[src/rtl/pwr_gate_pkg.sv]
package pwr_gate_pkg;
  localparam int NUM_CH  = 8;
  localparam int NUM_GRP = 2;
  localparam int GRP_STD = 0;
  localparam int GRP_HI  = 1;

  localparam int CH_REG1 = 0;
  localparam int CH_REG2 = 1;
  localparam int CH_REG3 = 2;
  localparam int CH_REG4 = 3;
  localparam int CH_REG5 = 4;
  localparam int CH_HSD1 = 5;
  localparam int CH_HSD2 = 6;
  localparam int CH_HSD3 = 7;

  // control byte positions, fixed by the bus slave decode
  localparam int CB_VSEL = 5;

  typedef enum logic {TH_NORMAL = 1'b0, TH_SHUTDOWN = 1'b1} th_state_e;

  function automatic int grp_of(input int ch);
    return (ch == CH_HSD1) ? GRP_HI : GRP_STD;
  endfunction

  // -1: channel not bus controlled
  function automatic int ctrl_bit(input int ch);
    case (ch)
      CH_REG1: return 7;
      CH_REG4: return 6;
      CH_REG5: return 4;
      CH_HSD1: return 3;
      CH_HSD2: return 2;
      CH_HSD3: return 1;
      default: return -1;
    endcase
  endfunction
endpackage

[src/rtl/thermal_hyst.sv]
module thermal_hyst
  import pwr_gate_pkg::*;
#(
  parameter int TEMP_W = 8,
  parameter int TRIP   = 160,
  parameter int REL    = 130
) (
  input  logic              clk_i,
  input  logic              rst_ni,
  input  logic [TEMP_W-1:0] temp_i,
  output logic              trip_d_o,
  output logic              trip_q_o
);
  localparam logic [TEMP_W-1:0] TRIP_C = TEMP_W'(TRIP);
  localparam logic [TEMP_W-1:0] REL_C  = TEMP_W'(REL);

  th_state_e state_q, state_d;

  always_comb begin
    state_d = state_q;
    case (state_q)
      TH_NORMAL:   if (temp_i >= TRIP_C) state_d = TH_SHUTDOWN;
      TH_SHUTDOWN: if (temp_i <= REL_C)  state_d = TH_NORMAL;
      default:     state_d = TH_NORMAL;
    endcase
  end

  always_ff @(posedge clk_i or negedge rst_ni) begin
    if (!rst_ni) state_q <= TH_NORMAL;
    else         state_q <= state_d;
  end

  assign trip_d_o = (state_d == TH_SHUTDOWN);
  assign trip_q_o = (state_q == TH_SHUTDOWN);
endmodule

[src/rtl/gate_combiner.sv]
module gate_combiner
  import pwr_gate_pkg::*;
(
  input  logic               en_i,
  input  logic [7:0]         ctrl_i,
  input  logic               ovp_i,
  input  logic [NUM_GRP-1:0] grp_off_i,
  output logic [NUM_CH-1:0]  gate_d_o
);
  logic [NUM_CH-1:0] req;

  for (genvar ch = 0; ch < NUM_CH; ch++) begin : g_ch
    if (ctrl_bit(ch) < 0) begin : g_pin
      assign req[ch] = 1'b1;
    end else begin : g_bus
      assign req[ch] = ctrl_i[ctrl_bit(ch)];
    end
    assign gate_d_o[ch] = en_i & req[ch] & ~ovp_i & ~grp_off_i[grp_of(ch)];
  end
endmodule

[src/rtl/out_gate_ctrl.sv]
module out_gate_ctrl
  import pwr_gate_pkg::*;
#(
  parameter int TEMP_W   = 8,
  parameter int STD_TRIP = 160,
  parameter int STD_REL  = 130,
  parameter int HI_TRIP  = 170,
  parameter int HI_REL   = 120
) (
  input  logic              clk_i,
  input  logic              rst_ni,
  input  logic              en_pin_i,
  input  logic [7:0]        ctrl_reg_i,
  input  logic [TEMP_W-1:0] temp_code_i,
  input  logic              ovp_i,
  output logic [NUM_CH-1:0] gate_o,
  output logic              reg4_hi_sel_o,
  output logic [NUM_CH-1:0] fault_o
);
  logic [NUM_GRP-1:0] trip_d, trip_q;
  logic [NUM_CH-1:0]  gate_d;

  for (genvar g = 0; g < NUM_GRP; g++) begin : g_grp
    localparam int TR = (g == GRP_HI) ? HI_TRIP : STD_TRIP;
    localparam int RL = (g == GRP_HI) ? HI_REL  : STD_REL;
    thermal_hyst #(.TEMP_W(TEMP_W), .TRIP(TR), .REL(RL)) u_th (
      .clk_i    (clk_i),
      .rst_ni   (rst_ni),
      .temp_i   (temp_code_i),
      .trip_d_o (trip_d[g]),
      .trip_q_o (trip_q[g])
    );
  end

  gate_combiner u_comb (
    .en_i      (en_pin_i),
    .ctrl_i    (ctrl_reg_i),
    .ovp_i     (ovp_i),
    .grp_off_i (trip_d),
    .gate_d_o  (gate_d)
  );

  always_ff @(posedge clk_i or negedge rst_ni) begin
    if (!rst_ni) gate_o <= '0;
    else         gate_o <= gate_d;
  end

  for (genvar ch = 0; ch < NUM_CH; ch++) begin : g_flt
    assign fault_o[ch] = trip_q[grp_of(ch)];
  end

  assign reg4_hi_sel_o = ctrl_reg_i[CB_VSEL];
endmodule

[config.mk]
export PLATFORM = sky130hd
export DESIGN_NAME = out_gate_ctrl
export DESIGN_NICKNAME = d
export VERILOG_FILES = /design/src/rtl/pwr_gate_pkg.sv /design/src/rtl/thermal_hyst.sv /design/src/rtl/gate_combiner.sv /design/src/rtl/out_gate_ctrl.sv
export SDC_FILE = /design/constraint.sdc
export NUM_CORES = 1
export LEC_CHECK = 0
export ABC_AREA = 1
export BUFFER_PORTS_ARGS = -buffer_cell sky130_fd_sc_hd__buf_2
export CORE_AREA = 2 2 39 41
export DETAILED_ROUTE_END_ITERATION = 8
export DIE_AREA = 0 0 41 43
export MAX_ROUTING_LAYER = met4
export PLACE_DENSITY = 0.74
export SYNTH_ARGS = -nofsm -noshare
export SYNTH_HDL_FRONTEND = slang
export SYNTH_SLANG_ARGS = --single-unit
[constraint.sdc]
create_clock -name clk_i -period 2 [get_ports clk_i]
set_input_delay 0.2 -clock clk_i [delete_from_list [all_inputs] [get_ports clk_i]]
set_output_delay 0.2 -clock clk_i [all_outputs]
set_load 0.02 [all_outputs]
-- Word-level counts from Yosys, hierarchy flattened
Index checks and enable logic that the tools add are counted.
- bits in registers: 10
- input bits: 20
- output and inout bits: 17
- word-level logic and storage cells: 38
- $lt $le $gt $ge: 4
- multiplexer cells: 6
- bitwise logic cells: 25
- operators with widths (cell ; number):
    1-bit bitwise AND ; 20
    8-bit greater-or-equal comparator (second input constant) ; 2
    8-bit by 7-bit <= comparator with 1-bit output (second input constant) ; 1
    8-bit <= comparator (second input constant) ; 1
    1-bit inverter ; 5
    1-bit 2-to-1 mux ; 4
    1-bit one-hot mux with 2 select lines ; 2

-- Longest topological paths before layout
- word-level depth: 5
- depth in mapped cells: 7
- depth with buffers taken out: 7

-- Hierarchy
From an unflattened synthesis, not the netlist that was laid out.
- cell total of the unflattened synthesis: 60
- area, all modules: 495.5 um^2
- modules (own cells, without submodules) (module ; instances ; cells each ; area an instance (um^2) ; sequential area each (um^2)):
    out_gate_ctrl ; 1 ; 15 ; 252.7 ; 200.2
    thermal_hyst at g_grp[1].u_th ; 1 ; 22 ; 108.9 ; 25.0
    gate_combiner ; 1 ; 14 ; 72.6 ; 0.0
    thermal_hyst at g_grp[0].u_th ; 1 ; 9 ; 61.3 ; 25.0

-- Worst setup path after synthesis
Ideal clock, no wire load.
- path type: register to register
- from: register g_grp[0].u_th.state_q
- to: register gate_o[0]
- arrival time: 767 ps
- path slack: 1110 ps
- stages on the path, launching flop included: 4
- path buffers: 0
- clock period less this slack: 890 ps
- cell sequence: dfrtp_1 > nand2_1 > a21boi_4 > nor2_1
- cells in the longest elaborated chain, start to end: 4
- ends and longest elaborated chain (item ; RTL line ; source):
    from (decl) ; thermal_hyst.sv:17 ; th_state_e state_q, state_d;
    from (signal assigned) ; thermal_hyst.sv:30 ; else state_q <= state_d;
    1-bit inverter ; - ;
    1-bit one-hot mux with 2 select lines (*) ; thermal_hyst.sv:21 ; case (state_q)
    net g_grp[0].u_th.trip_d_o ; thermal_hyst.sv:11 ; output logic trip_d_o,
    1-bit inverter (*) ; gate_combiner.sv:18 ; assign gate_d_o[ch] = en_i & req[ch] & ~ovp_i & ~grp_off_i[grp_of(ch)];
    1-bit bitwise AND (*) ; gate_combiner.sv:18 ;
    net gate_d[0] ; out_gate_ctrl.sv:21 ; logic [NUM_CH-1:0] gate_d;
    to (signal assigned) ; out_gate_ctrl.sv:45 ; else gate_o <= gate_d;
    to (decl) ; out_gate_ctrl.sv:16 ; output logic [NUM_CH-1:0] gate_o,
The timed path passes the listed nets; every way through them passes the cells marked *.

-- Worst setup path after layout
- from: register g_grp[0].u_th.state_q
- to: output port fault_o[4]
- RTL lines (item ; RTL line ; source):
    to (decl) ; out_gate_ctrl.sv:18 ; output logic [NUM_CH-1:0] fault_o
No word-level cell between the ends.

==> impl_results.md <==
* HP Class: in2reg
* P&R area growth vs syn at 30.2%
* Worst skew pair latency at 0.26 ns
* Worst setup SP type: flip-flop
* Sequence of cells on the critical path: buf_2
* DRT antenna net count at 0
* Min Tclk post-route at around 1.1 ns
* Ys Warns at 0
* Initial antenna violation count at 0
* CP max FO at 8
* Fmax at 918 MHz
* GRT Overall Usage at roughly 15%
* Die width at 41 um
* DR pass1 iterations at 4
* Slew Viols, Final at 0
* Post-synthesis xor/xnor area fraction at 0%
* Largest family of logic cells by synthesized area: simple AND/OR/NAND/NOR gates
* Antenna Cells at 0
* WP data required at 1.80 ns
* Initial Util at 35.0%
* Vias in the first global route at around 420
* Nets at 108
* Met2 GRT Util at 21.9%
* DR DRC count at 0
* GR Layer Usage met1 at 15.3%
* Initial DRC count at 13
* Crit path DAT at about 0.89 ns
* Die area at roughly 0.0018 mm^2
* Final setup viols at 0
* Slew Limit Headroom at between 80% and 90%
* H-tree level count at 1
* Crit. path cell count at 1
* Post-synthesis simple-gate area fraction at 29.5%
* Top cell type by total area after synthesis: dfrtp_1
* Worst setup margin at 0.911 ns
* Via count at 458
* P per Cell Area at 675 mW/mm^2
* WL per Instance at between 9 and 10 um
* Synth area leaders: dfrtp_1, buf_4, nand2_1
* Remaining global-route overflow at 0
* Pre-CTS setup slack at 1.03 ns
* Final Skew at 0.00747 ns
* Post-synthesis compound-gate area fraction at under 10%
* Post-synthesis adder-cell area fraction at 0%
* CTS tree: built
* Reg clk slew, reported paths at around 0.06 ns
* First-pass GRT wire length at roughly 1.6 mm
* Synthesized Nets at 79
* Vias per cell at between 4 and 5
* Family with the most delay on the worst path: flip-flops
* Share of layout cells above drive strength 1 at 43.7%
* PostCTS Resize Cnt at 0
* Number of library cell types mapped by synthesis at 10
* Core ar. at 0.00138 mm^2
* Routability congestion estimate at 0.764
* Clk buf depth at 2
* Port-buffer cells at 33
* Layer with the highest usage: met2
* Total wire length at 1.00 mm
* Final Hold Violating Endpoints at 0
* Seq cells post-synth at 9
* Tot Pwr at 0.000426 W
* Post-synth top area share at 46.5%
* Leakage power at approximately 0.40 nW
* Met3 usage in global routing at 3.66%
* Clk sinks at 9
* Worst VDD drop at 216 uV
* Die H at 43 um
* RSZ-0062 raised after global routing: false
* Worst-margin pin slew at 0.202 ns
* Mapped Cells at 59
* Root buffer cell: clkbuf_4
* Post-Syn Area per Cell at 8.21 um^2
* TritonCTS buffer count at 3
* Setup TNS at 0 ns
* Worst Reg-to-Reg Cells at 7
* Max-cap violation count at 0
* Post-Synthesis Cell Area at between 400 and 500 um^2
* Max incr delay on CP at 0.43 ns
* Core Rows at 14
* CP endpoint kind: primary output
* Status: finished clean
* Hold depth at 3
* CP Buf/Inv Count at 1
* Critical path class: reg2out
* # IOs at 37
* Final Cycle Share at 54.4%
* Register area share after synthesis at between 40 and 50%
* Largest net degree at the start of global routing at 10
* HPWL after DPL at about 830 um
* CP max-delay cell: dfrtp_1
* Mux contribution to synthesized area at 0%
## per-stage QoR
step | std cells | area, um^2 | util, % | hold WS [ns]
2_1_floorplan | 59 | 484 | - | -0.0956
3_3_place_gp | 98 | 594 | 42.9 | 0.0488
3_5_place_dp | 98 | 594 | 42.9 | 0.0535
4_1_cts | 103 | 631 | 45.6 | 0.188
5_1_grt | 103 | 631 | 45.6 | 0.181
6_report | 103 | 631 | 45.6 | 0.186
## repair_timing
item,in CTS,in global routing
hold buffers,1,0
buffers inserted,0,0
endpoints found under the hold margin,9,0
## power breakdown
part	total [W]	internal, W	switching [W]
logic	0.0000944	0.0000362	0.0000582
registers	0.000195	0.000190	0.00000476
clock network	0.000137	0.0000767	0.0000599
## cell families (layout without fill, tap and decap cells)
family,count (synthesis),in the layout
compound gates,1,1
buf+inv,16,44
flops,9,9
simple gates,33,33
## cells in the mapped netlist (all sizes together)
library cell	number
inv	6
nand3	7
nand4	1
dfrtp	9
nand2	13
a21boi	1
buf	10
nor2	11
or2	1
## cell type report
type                            instances  area (um^2)
Inverter                                6         22.5
Timing Repair Buffer                   34          175
Sequential cell                         9          225
Fill cell                             142          753
Multi-Input combinational cell         34          161
Clock buffer                            4         26.3
Tap cell                               16         20.0
## metal layers
layer  part of all wire [%]  up-vias
met1                     39      205
met2                     51       22
met3                    7.2        4
li1                       -      227
met4                    2.9        0
met5                      0        -
## registers in the layout, summed over array words and instances (netlist names)
register / flops
gate_o: 7
g_grp.u_th.trip_q_o: 2
## worst paths after layout
path | from | endpoint | slack [ns]
setup / recovery | g_grp[0].u_th.trip_q_o | fault_o[4] | 0.91
hold / removal | ctrl_reg_i[4] | gate_o[4] | 0.19
setup reg to reg | g_grp[1].u_th.trip_q_o | gate_o[5] | 1.02
hold reg to reg | g_grp[1].u_th.trip_q_o | g_grp[1].u_th.trip_q_o | 0.69
max in group asynchronous | rst_ni | gate_o[2] | 1.50
min in group asynchronous | rst_ni | gate_o[0] | 0.32
## layout by cell type, fill, tap and decap left out, drive strengths merged
cell	netlist	final
buf	10	33
nand2	13	13
a21boi	1	1
dfrtp	9	9
nand3	7	7
dlygate4sd3	0	1
or2	1	1
nor2	11	11
nand4	1	1
inv	6	6
clkbuf	0	4
Note: power is estimated with default switching activity, not from simulation.
